## src/rtl/pwr_button_ctl.sv

```systemverilog
module pwr_button_ctl #(
  parameter int TICK_DIV   = 1000,
  parameter int HALF_TICKS = 25000
) (
  input  logic       clk,
  input  logic       rst_n,
  input  logic       btn_n,
  input  logic [1:0] hold_sel,
  input  logic       shdn_mask,
  input  logic       force_off,
  input  logic       flag_clr,
  output logic       power_on,
  output logic       shdn_flag
);
  localparam int PW = (TICK_DIV > 1) ? $clog2(TICK_DIV) : 1;
  localparam int CW = $clog2(4 * HALF_TICKS + 1);
  localparam logic [CW-1:0] LIM1 = CW'(HALF_TICKS);
  localparam logic [CW-1:0] LIM2 = CW'(2 * HALF_TICKS);
  localparam logic [CW-1:0] LIM3 = CW'(3 * HALF_TICKS);
  localparam logic [CW-1:0] LIM4 = CW'(4 * HALF_TICKS);

  typedef enum logic [1:0] {S_OFF, S_ON, S_ARM} st_t;

  st_t st;
  logic [2:0] sync;
  logic [PW-1:0] pre;
  logic [CW-1:0] cnt, lim, lim_sel;
  logic btn_low, btn_fall, tick, done;

  assign btn_low  = ~sync[1];
  assign btn_fall = sync[2] & ~sync[1];
  assign tick     = (pre == PW'(TICK_DIV - 1));
  assign done     = tick && (cnt >= lim - 1'b1);
  assign power_on = (st != S_OFF);

  always_comb begin
    case (hold_sel)
      2'b01:   lim_sel = LIM3;
      2'b10:   lim_sel = LIM4;
      2'b11:   lim_sel = LIM1;
      default: lim_sel = LIM2;
    endcase
  end

  always_ff @(posedge clk or negedge rst_n) begin
    if (!rst_n) sync <= 3'b111;
    else        sync <= {sync[1:0], btn_n};
  end

  always_ff @(posedge clk or negedge rst_n) begin
    if (!rst_n) begin
      st <= S_OFF;
      shdn_flag <= 1'b0;
      pre <= '0;
      cnt <= '0;
      lim <= LIM2;
    end else if (force_off) begin
      st <= S_OFF;
      shdn_flag <= 1'b0;
      pre <= '0;
      cnt <= '0;
    end else begin
      case (st)
        S_OFF: begin
          pre <= '0;
          cnt <= '0;
          lim <= lim_sel;
          if (btn_fall) st <= S_ON;
        end
        S_ON: begin
          if (flag_clr) shdn_flag <= 1'b0;
          if (!btn_low) begin
            pre <= '0;
            cnt <= '0;
            lim <= lim_sel;
          end else if (done) begin
            pre <= '0;
            cnt <= '0;
            if (!flag_clr) begin
              st <= S_ARM;
              shdn_flag <= 1'b1;
            end
          end else begin
            pre <= tick ? '0 : pre + 1'b1;
            if (tick) cnt <= cnt + 1'b1;
          end
        end
        S_ARM: begin
          if (flag_clr) begin
            st <= S_ON;
            shdn_flag <= 1'b0;
            pre <= '0;
            cnt <= '0;
          end else if (done) begin
            pre <= '0;
            cnt <= '0;
            if (shdn_mask) st <= S_ON;
            else begin
              st <= S_OFF;
              shdn_flag <= 1'b0;
            end
          end else begin
            pre <= tick ? '0 : pre + 1'b1;
            if (tick) cnt <= cnt + 1'b1;
          end
        end
        default: st <= S_OFF;
      endcase
    end
  end
endmodule


```

## config.mk

```make
export PLATFORM = sky130hd
export DESIGN_NAME = pwr_button_ctl
export DESIGN_NICKNAME = d
export VERILOG_FILES = /design/src/rtl/pwr_button_ctl.sv
export SDC_FILE = /design/constraint.sdc
export NUM_CORES = 1
export LEC_CHECK = 0
export BUFFER_PORTS_ARGS = -buffer_cell sky130_fd_sc_hd__buf_4
export CAP_MARGIN = 10
export CORE_MARGIN = 2
export CORE_UTILIZATION = 60
export CTS_BUF_LIST = sky130_fd_sc_hd__clkbuf_4 sky130_fd_sc_hd__clkbuf_8 sky130_fd_sc_hd__clkbuf_16
export CTS_CLUSTER_DIAMETER = 100
export DETAILED_ROUTE_END_ITERATION = 16
export PLACE_DENSITY = 0.86
export SYNTH_ARGS = -nofsm -noshare
export SYNTH_HDL_FRONTEND = slang
export SYNTH_SLANG_ARGS = --single-unit
```

## constraint.sdc

```tcl
create_clock -name clk -period 3.44 [get_ports clk]
set_input_delay 0.688 -clock clk [delete_from_list [all_inputs] [get_ports clk]]
set_output_delay 0.688 -clock clk [all_outputs]
set_load 0.05 [all_outputs]
```

==> impl_metrics.csv, run 1 <==
group,metric,value,unit
yosys,netlist.top_cell.by_area,"dfrtp_1",
run_status,status,"finished clean",
yosys,synthCells,306,
critical_path,reg2regPathDepth,11,
detailed_routing,dr.pass1.iters,5,
yosys,synth_area_per_cell,8.86,sq um
detailed_routing,via_count,2262,
clocking,htreeDepth,2,
clocking,clk_pin_slew_worst_paths,0.08,ns
critical_path,critical_path.max_fanout,21,
global_route,grt_pass1_vias,1997,
critical_path,startpoint_type,"flop",
yosys,synth_top_area_frac,0.305,
flow_run,max_cap_violations,0,
yosys,synth-edff-count,0,
detailed_routing,routedWlPerCell,14.8,um
pwr,p_total,0.00150,W
detailed_routing,routed_via_density,6.15,
yosys,synthesis.nets,340,
place,dpl.hpwl,3940,um
timing,relSlewSlack,0.533,
critical_path,r2r_end,"cnt[6]",
finish,area_growth,7.20,%
clocking,post_cts_buffers,0,
critical_path,end_kind,"flop",
timing,setup-violations-final,0,
critical_path,rr_startpoint,"lim[13]",
place,gp_congestion,0.845,
place,port_buffers,9,
yosys,yosys-top-cells-area,"dfrtp_1 (30%), ha_1 (12%), dfstp_2 (5.8%)",
clocking,clock_path_buffers,2,
timing,slew_violations,0,
detailed_routing,antenna_left,0,
timing,fin_tns_setup,0,ns
yosys,ys.flop_type,"dfrtp_1",
pwr,peakVddDrop,0.368,mV
clocking,cts_made_buffers,5,
yosys,synth-seq-cells,39,
yosys,yosysMostFrequentCell,"nand2_1",
min_path,hp-class,"in -> async",
detailed_routing,drtIter0Drc,245,
die,dieArea,0.00507,sq mm
yosys,yosys_warnings,0,
clocking,cts.root.buffer_cell,"clkbuf_8",
timing,hold_viol,0,
clocking,cts_tree,"done",
timing,rsz0062_at_grt,"false",
yosys,async_flop_share,1.00,
finish,nets,349,
die,start_util,0.623,
finish,fill_cells,335,
die,num_rows,24,
die,core_area,0.00435,sq mm
detailed_routing,route.detailed.drc,0,
clocking,cts_resized,0,
global_route,antenna_found_initial,0,
timing,fin_crit_sh,0.889,
timing,clock.fmax,327,MHz
global_route,grt_max_degree,40,
die,die_h,71.2,um
timing,period_minus_slack,3.06,ns
critical_path,worstSetupPathType,"reg -> reg",
yosys,ys_types,48,
global_route,grt_pass1_wl,9280,um
timing,worst_clock_skew,0.0105,ns
timing,worst_pin_slew,0.698,ns
finish,antenna_cells,0,
die,ios,10,
critical_path,reg2reg_setup_slack,0.38,ns
clocking,cts_hold_buf,0,
critical_path,crit_arrival,3.25,ns
critical_path,crit_required,3.63,ns
clocking,clkSinkCount,39,
clocking,clk-insertion-delay-late,0.29,ns
pwr,p_leak,1.32,nW
global_route,overflow,0,
detailed_routing,routed_wirelength,5440,um
pwr,power_per_cell_area,515,mW/mm^2
yosys,synth_area,0.00271,sq mm
finish,drive_above_1_share,0.111,
die,die_x,71.2,um
global_route,grt_usage,0.230,
yosys,synth_seq_area_share,0.363,
yosys,synth_common_cells,"nand2_1 (38), dfrtp_1 (33), ha_1 (26), nor2_1 (26), o21ai_0 (22)",
[per-layer routing]
| metal | vias up | GRT usage | wire, um |
|---|---|---|---|
| met5 | - | 0 | 0 |
| met4 | 0 | 0.0922 | 79 |
| met3 | 7 | 0.0366 | 204 |
| met2 | 45 | 0.337 | 2460 |
| met1 | 1062 | 0.342 | 2700 |
| li1 | 1148 | - | - |
[worst max path at each step]
stage	cells after the start	slack, ns	start	end
global route	11	0.20	lim[13]	cnt[4]
finish	11	0.38	lim[13]	cnt[6]
CTS	11	0.41	lim[13]	cnt[4]
global placement	11	0.50	lim[13]	cnt[6]
floorplan	11	0.74	lim[13]	cnt[1]
detailed placement	11	0.42	lim[13]	cnt[4]
[critical path, cell delays in order (launching register included)]
cell and delay, ns:
dfrtp_1 0.44, nor3_1 0.51, nand2_1 0.13, xor2_1 0.16, ha_1 0.30, nand4_1 0.11, nor4_1 0.35, o21ba_2 0.22
o31ai_4 0.07, buf_4 0.25, a31o_2 0.25, a22o_1 0.17
[final cells by class]
type	count	area, sq um	share of cell area
well taps	52	65.1	0.0224
multi-input cells	247	1640	0.564
inverters	10	37.5	0.0129
flip-flops and latches	39	983	0.338
repair buffers	12	90.1	0.0310
clock buffers	6	76.3	0.0263
clock inverters	2	13.8	0.00474
[state kept, by name, summed over array words and instances, names as in the netlist]
name       cells
sync           3
pre           10
st             2
shdn_flag      1
lim            6
cnt           17
[stage by stage]
| stage | cells | setup WS (ns) | util | instance area [sq um] | hold WS [ns] |
|---|---|---|---|---|---|
| after detailed placement | 360 | 0.424 | 0.647 | 2820 | 0.350 |
| after floorplan | 306 | 0.735 | - | 2710 | 0.345 |
| after CTS | 368 | 0.412 | 0.668 | 2910 | 0.363 |
| after global placement | 360 | 0.497 | 0.647 | 2820 | 0.348 |
| after global routing | 368 | 0.198 | 0.668 | 2910 | 0.359 |
| final | 368 | 0.381 | 0.668 | 2910 | 0.347 |
[report_power, final]
part / total (W) / switching (W) / internal, W
clock network: 0.000310 / 0.000160 / 0.000151
registers: 0.000588 / 0.0000677 / 0.000520
logic: 0.000598 / 0.000358 / 0.000241
[cells by family (layout without fill, tap and decap cells)]
group / count (synthesis) / in the layout / synth area share
flip-flops: 39 / 39 / 0.363
buffers and inverters: 20 / 30 / 0.0355
AND/OR/NAND/NOR: 130 / 130 / 0.245
multiplexers: 4 / 4 / 0.0152
XOR/XNOR: 5 / 5 / 0.0162
adder cells (fa/ha/maj): 26 / 26 / 0.120
AO/OA/AOI/OAI: 82 / 82 / 0.206
[cell usage in the layout (no fill, tap or decap), drive strengths merged, types with 8 or more instances in the layout]
cell type and count:
nand4 11, nor2 26, inv 10, a22o 8
a21oi 17, nor3 11, ha 26, nand3 16
dfrtp 33, nand2 38, o21ai 22, buf 12
and3 8
No activity file was read; power rests on OpenSTA's default activity.
==> run 2: changes to the inputs <==
ABC_AREA = 1   (was not set)
==> run 2 against run 1 <==
Effect of this change: synthesized area rose by 4.3%; count of clock-buffer cells in the layout shrank 1; clock skew fell by 0.0054 ns; critical path type unchanged; synthesized cell count is 21% higher; critical endpoint is now cnt[0]; fmax up 8.0%; die area grew 4.1%; clock power is 49% higher; final cell count grew 18%; sequential cell count stayed put; sequential power is 3% lower; combinational power decreased by 7.0%.
==> impl_metrics.csv, run 2 <==
group,metric,value,unit
run_status,status,"finished clean",
timing,fin_crit_sh,0.824,
yosys,synth_area,0.00283,sq mm
yosys,ys_types,35,
timing,clock.fmax,353,MHz
yosys,yosys-top-cells-area,"dfrtp_1 (29%), ha_1 (11%), nand2_1 (10%)",
timing,setup-violations-final,0,
detailed_routing,dr.pass1.iters,4,
pwr,swShare,0.372,
timing,fin_tns_setup,0,ns
timing,hold_viol,0,
critical_path,reg2reg_setup_slack,0.61,ns
timing,worst_clock_skew,0.00507,ns
detailed_routing,routedWlPerCell,13.0,um
die,dieArea,0.00528,sq mm
clocking,post_cts_buffers,0,
die,num_rows,24,
finish,top_register,"cnt",
timing,period_minus_slack,2.83,ns
pwr,peakVddDrop,0.569,mV
pwr,p_leak,1.51,nW
yosys,synth_top_area_frac,0.292,
critical_path,rr_startpoint,"lim[13]",
yosys,ys.flop_type,"dfrtp_1",
yosys,synth-seq-cells,39,
finish,largest_reg_flops,17,
clocking,cts_tree,"done",
clocking,cts_hold_buf,0,
pwr,power_per_cell_area,517,mW/mm^2
clocking,clock_path_buffers,2,
yosys,netlist.top_cell.by_area,"dfrtp_1",
detailed_routing,routed_wirelength,5630,um
yosys,yosys_warnings,0,
die,ios,10,
critical_path,end_kind,"flop",
min_path,hp-class,"in -> async",
clocking,clk-insertion-delay-late,0.30,ns
timing,worst_pin_slew,0.560,ns
pwr,p_clk_frac,0.292,
yosys,synth_common_cells,"nand2_1 (76), inv_1 (59), dfrtp_1 (33), nor2_1 (30), ha_1 (26)",
place,dpl.hpwl,4210,um
pwr,sequentialPowerShare,0.358,
clocking,cts_made_buffers,5,
clocking,htreeDepth,2,
yosys,async_flop_share,1.00,
detailed_routing,drtIter0Drc,102,
finish,fin_util,0.691,
critical_path,crit_required,3.66,ns
timing,slew_violations,0,
die,die_x,72.7,um
place,gp_congestion,0.934,
detailed_routing,via_count,2367,
timing,rsz0062_at_grt,"false",
finish,antenna_cells,0,
finish,layout_commonest_cell,"nand2_1",
yosys,synthesis.nets,403,
detailed_routing,route.detailed.drc,0,
critical_path,critical_path.max_fanout,15,
detailed_routing,antenna_left,0,
global_route,grt_pass1_vias,2196,
global_route,grt_max_degree,40,
critical_path,worstSetupPathType,"reg -> reg",
die,core_area,0.00444,sq mm
timing,relSlewSlack,0.624,
critical_path,startpoint_type,"flop",
yosys,synth-edff-count,0,
critical_path,r2r_end,"cnt[0]",
pwr,power_frac_comb,0.350,
critical_path,crit_arrival,3.05,ns
clocking,cts.root.buffer_cell,"clkbuf_8",
global_route,grt_usage,0.238,
global_route,grt_pass1_wl,9830,um
yosys,synth_area_per_cell,7.67,sq um
detailed_routing,routed_via_density,5.45,
finish,nets,415,
finish,area_growth,8.54,%
finish,final_cell_mix,"nand2_1 (76), inv_1 (59), dfrtp_1 (33)",
global_route,antenna_found_initial,0,
yosys,yosysMostFrequentCell,"nand2_1",
flow_run,max_cap_violations,0,
pwr,p_switching,0.000591,W
critical_path,reg2regPathDepth,17,
pwr,p_int,0.000996,W
die,die_h,72.7,um
yosys,synthCells,369,
clocking,clk_pin_slew_worst_paths,0.08,ns
clocking,clkSinkCount,39,
global_route,overflow,0,
place,port_buffers,9,
yosys,synth_seq_area_share,0.348,
die,start_util,0.637,
finish,drive_above_1_share,0.126,
clocking,cts_resized,0,
finish,top_regs,"cnt x17, pre x10, lim x6",
-- run 2: cell count changes after synthesis, moves of 5 or more --
cell,delta
o21ai_1,+7
xor2_1,+12
nand2_1,+38
inv_1,+49
and3_1,-8
nand2b_1,-7
nand4_1,-7
a31o_1,-5
nor3_1,+5
a22o_1,-7
-- run 2: critical path: stages (launching register included) --
cell and delay [ns]:
dfrtp_1 0.40, inv_1 0.17, ha_1 0.22, inv_1 0.07, nor2_1 0.22, xor2_1 0.19, ha_1 0.25, nand2_1 0.06
nor2_1 0.05, nand2_1 0.08, inv_1 0.05, nand2_1 0.07, nand4_1 0.14, nand2_1 0.15, nand2_2 0.10, nor2_4 0.30
o21ai_0 0.14, o21ai_0 0.10
-- run 2: worst max-delay path by stage --
stage | startpoint | endpoint | slack [ns] | depth (start not counted)
finish | lim[13] | cnt[0] | 0.61 | 17
global route | lim[7] | cnt[0] | 0.23 | 16
CTS | lim[13] | cnt[0] | 0.60 | 17
detailed placement | lim[13] | cnt[0] | 0.64 | 17
global placement | lim[13] | cnt[0] | 0.83 | 19
floorplan | lim[13] | cnt[7] | 1.08 | 20
-- run 2: through the flow --
stage                     area [sq um]  setup WS, ns  std cells  hold slack [ns]  total power (W)
after floorplan                   2830          1.08        369            0.345         0.000996
after global placement            2930         0.833        426            0.347          0.00111
after detailed placement          2930         0.645        426            0.349          0.00113
after CTS                         3070         0.603        434            0.360          0.00160
after global routing              3070         0.229        434            0.362          0.00170
final                             3070         0.607        434            0.350          0.00159
-- run 2: cells by family after synthesis --
group                    count (synthesis)  share of synthesized area
flip-flops                              39                      0.348
adder cells (fa/ha/maj)                 26                      0.115
buffers and inverters                   66                     0.0933
XOR/XNOR                                16                     0.0495
AO/OA/AOI/OAI                           55                      0.107
AND/OR/NAND/NOR                        167                      0.287
-- run 2: final cells by class --
class | count | area (sq um)
flip-flops and latches | 39 | 983
well taps | 52 | 65.1
fillers | 366 | 1370
clock inverters | 3 | 67.6
inverters | 61 | 229
clock buffers | 5 | 68.8
multi-input cells | 264 | 1580
repair buffers | 10 | 75.1
-- run 2: layer usage --
layer  global-route usage  part of all wire
met5                    0                 0
met2                0.403              0.50
met1                0.304              0.46
met3               0.0483             0.033
met4               0.0823             0.010
-- run 2: power groups by stage --
stage	registers, W	logic [W]	clock network (W)
2_1_floorplan	0.000565	0.000432	0
3_3_place_gp	0.000574	0.000539	0
3_5_place_dp	0.000578	0.000552	0
4_1_cts	0.000568	0.000558	0.000472
5_1_grt	0.000575	0.000636	0.000492
6_report	0.000568	0.000556	0.000463
==> run 3: changes to the inputs <==
CORE_UTILIZATION = 56   (was 60)
PLACE_DENSITY = 0.84   (was 0.86)
clock period = 2.4 ns   (was 3.44 ns; I/O delays follow)
==> run 3 against run 2 <==
Effect of this change: the flow now finishes with violations (negative setup slack); core utilization is 2.8 points higher; clock skew grew 0.0013 ns; fmax increased by 3.4%; combinational power rose by 120%; worst setup slack worse by 0.95 ns; clock power up 26%; critical path type unchanged; largest power group is now combinational logic.
==> impl_metrics.csv, run 3 (synthesis results as in run 2) <==
group,metric,value,unit
run_status,status,"finished, violations left",
run_status,violations,"negative setup slack",
critical_path,max_stage_delay,0.57,ns
place,port_buffers,9,
global_route,grt_max_degree,40,
critical_path,rr_startpoint,"lim[6]",
detailed_routing,routedWlPerCell,14.2,um
global_route,overflow,0,
pwr,peakVddDrop,0.727,mV
flow_run,max_cap_violations,0,
clocking,clk_pin_slew_worst_paths,0.08,ns
clocking,cts_tree,"done",
finish,drive_above_1_share,0.257,
detailed_routing,drtIter0Drc,126,
timing,clock.fmax,365,MHz
finish,antenna_cells,0,
timing,fin_tns_setup,-6.10,ns
clocking,clk-insertion-delay-late,0.29,ns
clocking,cts_made_buffers,5,
global_route,grt_usage,0.249,
critical_path,critical_path.max_fanout,8,
timing,worst_pin_slew,0.524,ns
global_route,grt_pass1_wl,10800,um
die,core_area,0.00479,sq mm
pwr,swShare,0.396,
finish,instances_no_fill,471,
detailed_routing,route.detailed.drc,0,
critical_path,cp-endpoint,"cnt[16]",
timing,rsz0062_at_grt,"true",
detailed_routing,via_count,2572,
critical_path,startpoint_type,"flop",
clocking,htreeDepth,2,
pwr,power_per_cell_area,756,mW/mm^2
pwr,p_leak,1.72,nW
pwr,p_total,0.00260,W
detailed_routing,routed_via_density,5.46,
timing,hold_viol,0,
critical_path,r2r_end,"cnt[16]",
finish,largest_reg_flops,17,
timing,period_minus_slack,2.74,ns
place,dpl.hpwl,4290,um
pwr,power_frac_comb,0.464,
die,die_x,75.1,um
die,ios,10,
finish,top_regs,"cnt x17, pre x10, lim x6",
finish,layout_commonest_cell,"nand2_1",
finish,nets,437,
pwr,p_int,0.00157,W
pwr,sequentialPowerShare,0.312,
pwr,p_switching,0.00103,W
critical_path,reg2reg_setup_slack,-0.34,ns
critical_path,path_cells,"inv_2 > ha_4 > inv_4 > nor2_4 > nand2_2 > xor2_1 > inv_1 > ha_1 > nand2_1 > nor2_1 > nand2_1 > nor2_1 > nor2_1 > nand4_1 > nand2_2 > nand2_4 > nor2_4 > buf_12 > nand3_2 > o21ai_1",
die,num_rows,25,
global_route,grt_pass1_vias,2459,
pwr,p_clk_frac,0.224,
timing,worst_clock_skew,0.00633,ns
critical_path,end_kind,"flop",
timing,slew_violations,0,
clocking,cts_hold_buf,0,
min_path,hp-class,"in -> async",
critical_path,crit_slowest_cell,"dfstp_2",
critical_path,crit_arrival,2.96,ns
die,dieArea,0.00564,sq mm
finish,top_register,"cnt",
clocking,cts.root.buffer_cell,"clkbuf_8",
critical_path,cp.depth,20,
clocking,clkSinkCount,39,
finish,final_cell_mix,"nand2_1 (63), inv_1 (55), dfrtp_1 (33)",
clocking,clock_path_buffers,2,
timing,relSlewSlack,0.650,
critical_path,reg2regPathDepth,20,
finish,area_growth,21.6,%
finish,fill_cells,341,
die,die_h,75.1,um
timing,post-route-worst-setup-slack,-0.340,ns
detailed_routing,routed_wirelength,6700,um
detailed_routing,antenna_left,0,
place,dpl.cell_count,453,
die,start_util,0.591,
critical_path,crit_required,2.62,ns
detailed_routing,dr.pass1.iters,4,
place,gp_congestion,0.916,
critical_path,cp_num_buf_inv,4,
timing,fin_crit_sh,1.14,
critical_path,startpoint,"lim[6]",
critical_path,crit_top_cell,"nor2_1",
timing,setup-violations-final,20,
critical_path,worstSetupPathType,"reg -> reg",
global_route,antenna_found_initial,0,
critical_path,cp_top_family,"simple AND/OR/NAND/NOR gates",
[run 3: per-stage QoR]
stage | hold slack [ns] | area (sq um) | utilization | worst slack, ns
detailed placement | 0.349 | 3040 | 0.636 | -0.314
CTS | 0.172 | 3330 | 0.696 | -0.200
global placement | 0.346 | 3040 | 0.636 | -0.165
finish | 0.147 | 3440 | 0.719 | -0.340
floorplan | 0.184 | 2830 | - | 0.0361
global route | 0.192 | 3440 | 0.719 | -0.490
[run 3: final cells by class]
type	instances	area (sq um)	area share
inverter	61	231	0.0673
tap	67	83.8	0.0244
clock buffer	6	82.6	0.0240
timing repair buffer	32	278	0.0808
multi-input combinational	264	1750	0.507
sequential	39	983	0.286
clock inverter	2	35.0	0.0102
[run 3: worst register-to-register path, delay by kind of cell, from the launching register on]
family	cells	cell delay, ns
AO/OA/AOI/OAI	1	0.08
adder cells (fa/ha/maj)	2	0.47
AND/OR/NAND/NOR	12	1.09
XOR/XNOR	1	0.12
flip-flops	1	0.57
buffers and inverters	4	0.35
[run 3: how the worst min path moves through the flow]
stage / from / to / slack (ns)
finish: rst_n / cnt[13] / 0.15
global route: rst_n / cnt[8] / 0.19
CTS: rst_n / cnt[13] / 0.17
detailed placement: sync[0] / sync[1] / 0.35
global placement: sync[0] / sync[1] / 0.35
floorplan: rst_n / cnt[0] / 0.18
[run 3: per-layer routing]
layer / global-route usage / part of all wire
met3: 0.0348 / 0.028
met1: 0.304 / 0.41
met4: 0.0992 / 0.023
met2: 0.442 / 0.53
met5: 0 / 0
[run 3: timing repair]
action / in CTS / in global routing
gates cloned: 1 / 0
setup endpoints to repair: 20 / 20
pin swaps: 10 / 11
resized for setup: 25 / 33
buffers inserted: 9 / 3
[run 3: power groups by stage]
| stage | Clock [W] | Combinational, W | Sequential, W |
|---|---|---|---|
| after floorplan | 0 | 0.000619 | 0.000809 |
| after global placement | 0 | 0.000906 | 0.000812 |
| after detailed placement | 0 | 0.000935 | 0.000816 |
| after CTS | 0.000583 | 0.00104 | 0.000804 |
| after global routing | 0.000611 | 0.00134 | 0.000817 |
| final | 0.000582 | 0.00121 | 0.000811 |
